`src/rtl/prot_pkg.sv`:
```
`timescale 1ns/1ps
package prot_pkg;
    localparam int ADDR_W   = 2;
    localparam int DATA_W   = 8;
    localparam int NUM_PROT = 2;

    localparam logic [ADDR_W-1:0] ADR_CMD  = 2'd0;
    localparam logic [ADDR_W-1:0] ADR_BASE = 2'd1;
    localparam logic [ADDR_W-1:0] ADR_STAT = 2'd3;

    function automatic logic is_prot(input logic [ADDR_W-1:0] a);
        return (a >= ADR_BASE) && (a < ADR_BASE + ADDR_W'(NUM_PROT));
    endfunction
endpackage

```
`src/rtl/prot_arm.sv`:
```
`timescale 1ns/1ps
module prot_arm
    import prot_pkg::*;
(
    input  logic              clk,
    input  logic              rst_n,
    input  logic [ADDR_W-1:0] addr,
    input  logic              wr_en,
    input  logic              rd_en,
    input  logic              lock,
    output logic              armed
);
    typedef struct packed {
        logic armed;
    } arm_t;

    arm_t st_d, st_q;

    always_comb begin
        st_d = st_q;
        if (wr_en) begin
            // every write ends the window; only a command write opens it again
            st_d.armed = (addr == ADR_CMD);
        end else if (rd_en) begin
            if (!(lock || is_prot(addr))) begin
                st_d.armed = 1'b0;
            end
        end
    end

    always_ff @(posedge clk) begin
        if (!rst_n) begin
            st_q <= '0;
        end else begin
            st_q <= st_d;
        end
    end

    assign armed = st_q.armed;

    AST_CMD_ARMS: assert property (@(posedge clk) disable iff (!rst_n)
        (wr_en && addr == ADR_CMD) |=> armed);
    AST_PROT_WR_DISARMS: assert property (@(posedge clk) disable iff (!rst_n)
        (wr_en && is_prot(addr)) |=> !armed);
    AST_PROT_RD_KEEPS: assert property (@(posedge clk) disable iff (!rst_n)
        (rd_en && !wr_en && is_prot(addr)) |=> $stable(armed));
    AST_LOCK_RD_KEEPS: assert property (@(posedge clk) disable iff (!rst_n)
        (rd_en && !wr_en && lock) |=> $stable(armed));
    AST_STAT_WR_DISARMS: assert property (@(posedge clk) disable iff (!rst_n)
        (wr_en && addr == ADR_STAT) |=> !armed);
endmodule

```
`src/rtl/prot_reg.sv`:
```
`timescale 1ns/1ps
module prot_reg #(
    parameter int                DATA_W  = 8,
    parameter logic [DATA_W-1:0] RST_VAL = '0
) (
    input  logic              clk,
    input  logic              rst_n,
    input  logic              commit,
    input  logic [DATA_W-1:0] wdata,
    output logic [DATA_W-1:0] value
);
    typedef struct packed {
        logic [DATA_W-1:0] val;
    } preg_t;

    preg_t r_d, r_q;

    always_comb begin
        r_d = r_q;
        if (commit) begin
            r_d.val = wdata;
        end
    end

    always_ff @(posedge clk) begin
        if (!rst_n) begin
            r_q.val <= RST_VAL;
        end else begin
            r_q <= r_d;
        end
    end

    assign value = r_q.val;

    AST_REG_LOAD: assert property (@(posedge clk) disable iff (!rst_n)
        commit |=> (value == $past(wdata)));
    AST_REG_HOLD: assert property (@(posedge clk) disable iff (!rst_n)
        !commit |=> $stable(value));
endmodule

```
`src/rtl/prot_unlock_regs.sv`:
```
`timescale 1ns/1ps
module prot_unlock_regs
    import prot_pkg::*;
#(
    parameter logic [7:0] RST_A = 8'h03,
    parameter logic [7:0] RST_B = 8'hA5
) (
    input  logic       clk,
    input  logic       rst_n,
    input  logic [1:0] addr,
    input  logic       wr_en,
    input  logic       rd_en,
    input  logic       lock,
    input  logic [7:0] wdata,
    output logic [7:0] rdata,
    output logic [7:0] ctrl_a,
    output logic [7:0] ctrl_b
);
    typedef struct packed {
        logic err;
    } stat_t;

    stat_t st_d, st_q;
    logic  armed;
    logic  prot_wr;
    logic  [DATA_W-1:0] pval [NUM_PROT];

    prot_arm u_arm (
        .clk   (clk),
        .rst_n (rst_n),
        .addr  (addr),
        .wr_en (wr_en),
        .rd_en (rd_en),
        .lock  (lock),
        .armed (armed)
    );

    for (genvar g = 0; g < NUM_PROT; g++) begin : g_prot
        localparam logic [DATA_W-1:0] RV   = (g == 0) ? RST_A : RST_B;
        localparam logic [ADDR_W-1:0] MYAD = ADR_BASE + ADDR_W'(g);
        prot_reg #(.DATA_W(DATA_W), .RST_VAL(RV)) u_reg (
            .clk    (clk),
            .rst_n  (rst_n),
            .commit (wr_en && armed && (addr == MYAD)),
            .wdata  (wdata),
            .value  (pval[g])
        );
    end

    assign prot_wr = wr_en && is_prot(addr);
    assign ctrl_a  = pval[0];
    assign ctrl_b  = pval[1];

    always_comb begin
        st_d = st_q;
        if (prot_wr && !armed) begin
            st_d.err = 1'b1;
        end else if (wr_en && addr == ADR_STAT && !wdata[0]) begin
            st_d.err = 1'b0;
        end
    end

    always_ff @(posedge clk) begin
        if (!rst_n) begin
            st_q <= '0;
        end else begin
            st_q <= st_d;
        end
    end

    always_comb begin
        rdata = '0;
        if (rd_en) begin
            if (addr == ADR_STAT) begin
                rdata = {7'd0, st_q.err};
            end else if (is_prot(addr)) begin
                rdata = pval[addr - ADR_BASE];
            end
        end
    end

    AST_ERR_ON_BAD_WR: assert property (@(posedge clk) disable iff (!rst_n)
        (prot_wr && !armed) |=> rdata_err_set());
    AST_ERR_STICKY: assert property (@(posedge clk) disable iff (!rst_n)
        (st_q.err && !(wr_en && addr == ADR_STAT && !wdata[0])) |=> st_q.err);
    AST_GOOD_WR_NO_ERR: assert property (@(posedge clk) disable iff (!rst_n)
        (prot_wr && armed && !st_q.err) |=> !st_q.err);

    always_comb begin
        if (rst_n && rd_en && addr == ADR_CMD) begin
            AST_CMD_READS_ZERO: assert (rdata == 8'h00);
        end
    end

    function automatic logic rdata_err_set();
        return st_q.err;
    endfunction
endmodule

```
`config.mk`:
```
export PLATFORM = sky130hd
export DESIGN_NAME = prot_unlock_regs
export DESIGN_NICKNAME = d
export VERILOG_FILES = /design/src/rtl/prot_pkg.sv /design/src/rtl/prot_arm.sv /design/src/rtl/prot_reg.sv /design/src/rtl/prot_unlock_regs.sv
export SDC_FILE = /design/constraint.sdc
export NUM_CORES = 1
export LEC_CHECK = 0
export ABC_AREA = 1
export BUFFER_PORTS_ARGS = -buffer_cell sky130_fd_sc_hd__buf_4
export CAP_MARGIN = 5
export CELL_PAD_IN_SITES_DETAIL_PLACEMENT = 0
export CELL_PAD_IN_SITES_GLOBAL_PLACEMENT = 2
export CORE_MARGIN = 1
export CORE_UTILIZATION = 27
export DETAILED_ROUTE_END_ITERATION = 7
export PLACE_DENSITY = 0.88
export SETUP_SLACK_MARGIN = 0.5
export SLEW_MARGIN = 15
export SYNTH_ARGS = -nofsm -noshare
export SYNTH_HDL_FRONTEND = slang
export SYNTH_SLANG_ARGS = --single-unit
```
`constraint.sdc`:
```
create_clock -name clk -period 2.3 [get_ports clk]
set_input_delay 0.23 -clock clk [delete_from_list [all_inputs] [get_ports clk]]
set_output_delay 0.23 -clock clk [all_outputs]
set_load 0.05 [all_outputs]
```
After elaboration in Yosys (flattened, before gate mapping):

Cells that the tools add are included.

* flip-flop bits (word level): 18
* input port bits: 15

* add/sub/neg operators: 1
* $lt $le $gt $ge: 3
* eq/ne operators: 4
* muxes and demuxes: 11
* bitwise operators: 1
* reductions and logical operators: 15

Operators with widths (number)
* $mux W8: 6
* $logic_and A1 B1 Y1: 8
* $mux W1: 5
* $eq A2 B2 Y1 const B: 2
* $reduce_bool A2 Y1: 2
* $ge A3 B2 Y1 const B: 1
* $not A2 Y3: 1
* $eq A2 B1 Y1 const B: 1
* $ge A2 B1 Y1 const B: 1
* $logic_not A1 Y1: 2
* $logic_not A2 Y1: 1
* $lt A2 B2 Y1 const B: 1
* $ne A2 B2 Y1 const B: 1
* $reduce_and A2 Y1: 1
* $sub A2 B1 Y2 const B: 1
* $logic_or A1 B1 Y1: 1

Depth between registers and ports, before layout:

* word-level depth: 8
* mapped depth: 7

Cells and area by module:

Synthesis repeated with hierarchy kept, for this count alone.

* cells, all modules: 147
* area total of the unflattened synthesis: 1002.2 um^2

Modules (own cells, without submodules)
* prot_reg (g_prot[0].u_reg): instances 1, cells each 47, area each 317.8 um^2, sequential area each 160.2 um^2
* prot_reg (g_prot[1].u_reg): instances 1, cells each 43, area each 305.3 um^2, sequential area each 160.2 um^2
* prot_unlock_regs: instances 1, cells each 46, area each 304.0 um^2, sequential area each 20.0 um^2
* prot_arm: instances 1, cells each 11, area each 75.1 um^2, sequential area each 20.0 um^2

Least setup slack after synthesis:

Ideal clock, no wire load.

* kind: input port to output port
* from: in addr[0]
* to: out rdata[1]
* data arrival time: 1780 ps
* path slack: 290 ps
* stages on the path: 7
* buffers on the path: 1
* cell sequence: buf_4 inv_2 ha_1 inv_1 nor2_1 nand2_1 a21oi_1

* word-level cells in the longest chain between the ends: 8
* elaborated cells between the ends (all ways): 12

RTL lines
* start, declared: RTL line prot_unlock_regs.sv:10 `input logic [1:0] addr,`
* $sub A2 B1 Y2: RTL line prot_unlock_regs.sv:77 `rdata = pval[addr - ADR_BASE];`
* $not A2 Y3 (implied by the code): RTL line prot_unlock_regs.sv:77
* $mux W8 (implied by the code) (3 in series): RTL line prot_unlock_regs.sv:77
* $mux W8: RTL line prot_unlock_regs.sv:76 `end else if (is_prot(addr)) begin`
* $mux W8 (*): RTL line prot_unlock_regs.sv:74 `if (addr == ADR_STAT) begin`
* $mux W8 (*): RTL line prot_unlock_regs.sv:73 `if (rd_en) begin`
* end, declared: RTL line prot_unlock_regs.sv:15 `output logic [7:0] rdata,`

Mark *: on every way between the ends. The rest lies on a longest branch, timed or not. The select of a mux whose other input is x is not followed.

Final worst setup path:

* from: in addr[0]
* to: out rdata[6]

The elaborated chain is that of the path after synthesis.

==> metrics.md <==
| Metric | Value |
|---|---|
| Num ports | `39` |
| Worst-path cell chain | `buf_4 -> inv_2 -> ha_1 -> inv_1 -> nor2_4 -> nand2_4 -> a21oi_1 -> buf_4` |
| Post-synthesis mux area share | `0%` |
| Power Density | `506 mW/mm2` |
| Root Driver | `clkbuf_4` |
| R2R setup slack | `0.86 ns` |
| Family with the most delay on the worst path | `buffers and inverters` |
| Post-route ant nets | `0` |
| Die Span Y | `62.2 um` |
| # hold bufs at CTS | `0` |
| EDFF count, synth | `0` |
| GP Congestion | `0.849` |
| Congestion Overflow GR | `0` |
| Slew HR | `47.9%` |
| IO Port Bufs | `38` |
| XOR/XNOR Fraction of Synth Area | `0%` |
| Vias/cell | `4.81` |
| Crit path kind | `primary input to primary output` |
| Synth area leaders | `dfxtp_1 (37%), nand2_1 (14%), nand4_1 (8.9%)` |
| Fin. Hold Viols | `0` |
| H-tree levels | `1` |
| Fmax | `587 MHz` |
| Crit path arrival time | `1.47 ns` |
| Slew @ Worst Pin | `0.781 ns` |
| DR DRC count | `0` |
| Final Non-Filler Cells | `204` |
| Syn nets | `143` |
| Req. time, crit path | `2.07 ns` |
| Yosys reg bits | `18` |
| Pleak | `0.582 nW` |
| Netlist cell types | `17` |
| Worst-path clk slew | `0.11 ns` |
| Total power | `661 uW` |
| Mean Syn Cell Area | `7.90 um2` |
| Final Setup Violations | `0` |
| Buffer and inverter count on the worst path | `4` |
| Compound-Gate Fraction of Synth Area | `15.1%` |
| Routed Wire Length | `2810 um` |
| Hold WC Path Type | `primary input to flop` |
| Gate power share | `20.0%` |
| CTS Buf Count | `3` |
| Total number of vias | `982` |
| Tmin final | `1.70 ns` |
| Vias in the first global route | `908` |
| Most used DFF post-synth | `dfxtp_1` |
| Top cell type's share of synthesized area | `36.8%` |
| Crit-path slowest cell | `ha_1` |
| Layout cells sized above 1 | `31.6%` |
| Wirelength per Cell | `13.8 um` |
| Fin crit share | `74.1%` |
| Clock Skews | `0.00498 ns` |
| Core area | `0.00342 mm2` |
| DRT iter0 DRCs | `55` |
| Setup TNS | `0 ns` |
| Pin count of the biggest net entering global routing | `20` |
| Crit path max fanout | `11` |
| Critical path capture point type | `primary output` |
| Main combinational cell family by area after synthesis | `simple AND/OR/NAND/NOR gates` |
| Syn Std Cell Area | `980 um2` |
| Final-report max-slew violation count | `0` |
| Syn Inst Count | `124` |
| Initial Util | `28.7%` |
| Yosys top cell by area | `dfxtp_1` |
| Status | `completed` |
| N_diodes | `0` |
| Full die area | `0.00387 mm2` |
| CP max stage delay | `0.30 ns` |
| Maximum capacitance violations | `0` |
| Unrepaired setup endpoints after global routing | `false` |
| NumNets Final | `178` |
| Clock latency on the worst-skew pair | `0.30 ns` |
| Post-synthesis sequential area ratio | `36.8%` |
| Syn. warnings | `0` |
| Clk pwr share | `30.2%` |
| CTS tree | `done` |
| P_int | `461 uW` |
| Simple-Gate Fraction of Synth Area | `31.0%` |
| Adder-Cell Fraction of Synth Area | `5.11%` |
| First-pass iteration count of the detailed router | `4` |
| Async set-or-reset flop fraction in the synthesized netlist | `0%` |
| Worst path most repeated cell | `buf_4` |
| Clock sinks | `18` |
| Floorplan row count | `21` |
| Commonest cells post-synth | `nand2_1 (37), dfxtp_1 (18), nand4_1 (14)` |
| Switch share | `30.3%` |
| First-pass GRT wire length | `4760 um` |
| Peak supply drop | `0.434 mV` |
| Initial antenna violation count | `0` |
| Area growth syn-to-layout | `33.2%` |
| Overall Global Routing Usage | `15.5%` |
| DPL Wire Length | `2020 um` |
| Power share of the sequential group | `49.8%` |
| CP startpoint kind | `primary input` |
| Chip width | `62.2 um` |
| Dpl cells | `200` |
| Most common cell in the netlist | `nand2_1` |
| Sw Pwr | `200 uW` |
| Max Root-Sink Buffers | `2` |
## worst paths after layout
path	start	end	cells after the start
setup / recovery	addr[0]	rdata[6]	8
hold / removal	wdata[5]	g_prot[1].u_reg.value[5]$_SDFFE_PN1P_	3
setup reg to reg	u_arm.armed$_SDFFE_PN0P_	g_prot[0].u_reg.value[0]$_SDFFE_PN1P_	3
hold reg to reg	st_q$_SDFFE_PN0P_	st_q$_SDFFE_PN0P_	2
## sequential cells by signal, indices dropped and copies added (netlist names)
| register | count |
|---|---|
| u_arm.armed | 1 |
| st_q | 1 |
| g_prot.u_reg.value | 16 |
## power by group through the flow
stage,clock network (mW),logic (mW),registers (mW)
final,0.200,0.132,0.329
after floorplan,0,0.0801,0.342
after detailed placement,0,0.125,0.336
after global placement,0,0.124,0.336
after CTS,0.207,0.126,0.329
after global routing,0.223,0.143,0.330
## worst register-to-register path, stage by stage (launching register included)
cell and delay [ns]:
dfxtp_1 0.84, nand3_4 0.27, nand2_1 0.13, o211ai_1 0.08
## layout make-up
class	count	area, um2
Sequential cell	18	360
Multi-Input combinational cell	89	528
Inverter	9	33.8
Tap cell	46	57.6
Clock buffer	4	36.3
Fill cell	368	2110
Timing Repair Buffer	38	289
## layout by cell type, fill, tap and decap left out
cell	instances
buf_4	37
nand2_1	36
dfxtp_1	18
nand4_1	14
inv_1	8
nand3_1	7
a21boi_1	7
a21oi_1	6
a21boi_0	4
ha_1	4
a21oi_2	3
clkbuf_4	3
nand3_4	2
o211ai_1	2
inv_2	1
nor2_4	1
nand2_4	1
nor2_1	1
o21ai_1	1
clkbuf_8	1
buf_6	1
## routing by layer
layer | routed length (um) | up-vias | GRT usage (%)
li1 | - | 490 | -
met1 | 1360 | 462 | 22.2
met3 | 159 | 2 | 4.04
met5 | 0 | - | 0
met4 | 17 | 0 | 2.62
met2 | 1280 | 28 | 23.4
## stage by stage
stage               utilization, %  setup WS, ns  area [um2]  hold slack [ns]
floorplan                        -         0.290         983            0.377
global placement              36.4         0.509        1240            0.447
detailed placement            36.4         0.443        1240            0.467
CTS                           37.5         0.500        1280            0.170
global route                  38.2         0.514        1310            0.169
finish                        38.2         0.595        1310            0.171
## timing repair
action | CTS | global route
setup endpoints to repair | 5 | 8
gates resized for setup | 1 | 6
buffers inserted | 0 | 0
## cells by family after synthesis
kind of cell | Yosys count
buffers and inverters | 17
DFF | 18
adders and majority gates | 4
AOI/OAI and AO/OA | 23
and+or+nand+nor | 62
Note: power is estimated with default switching activity, not from simulation.
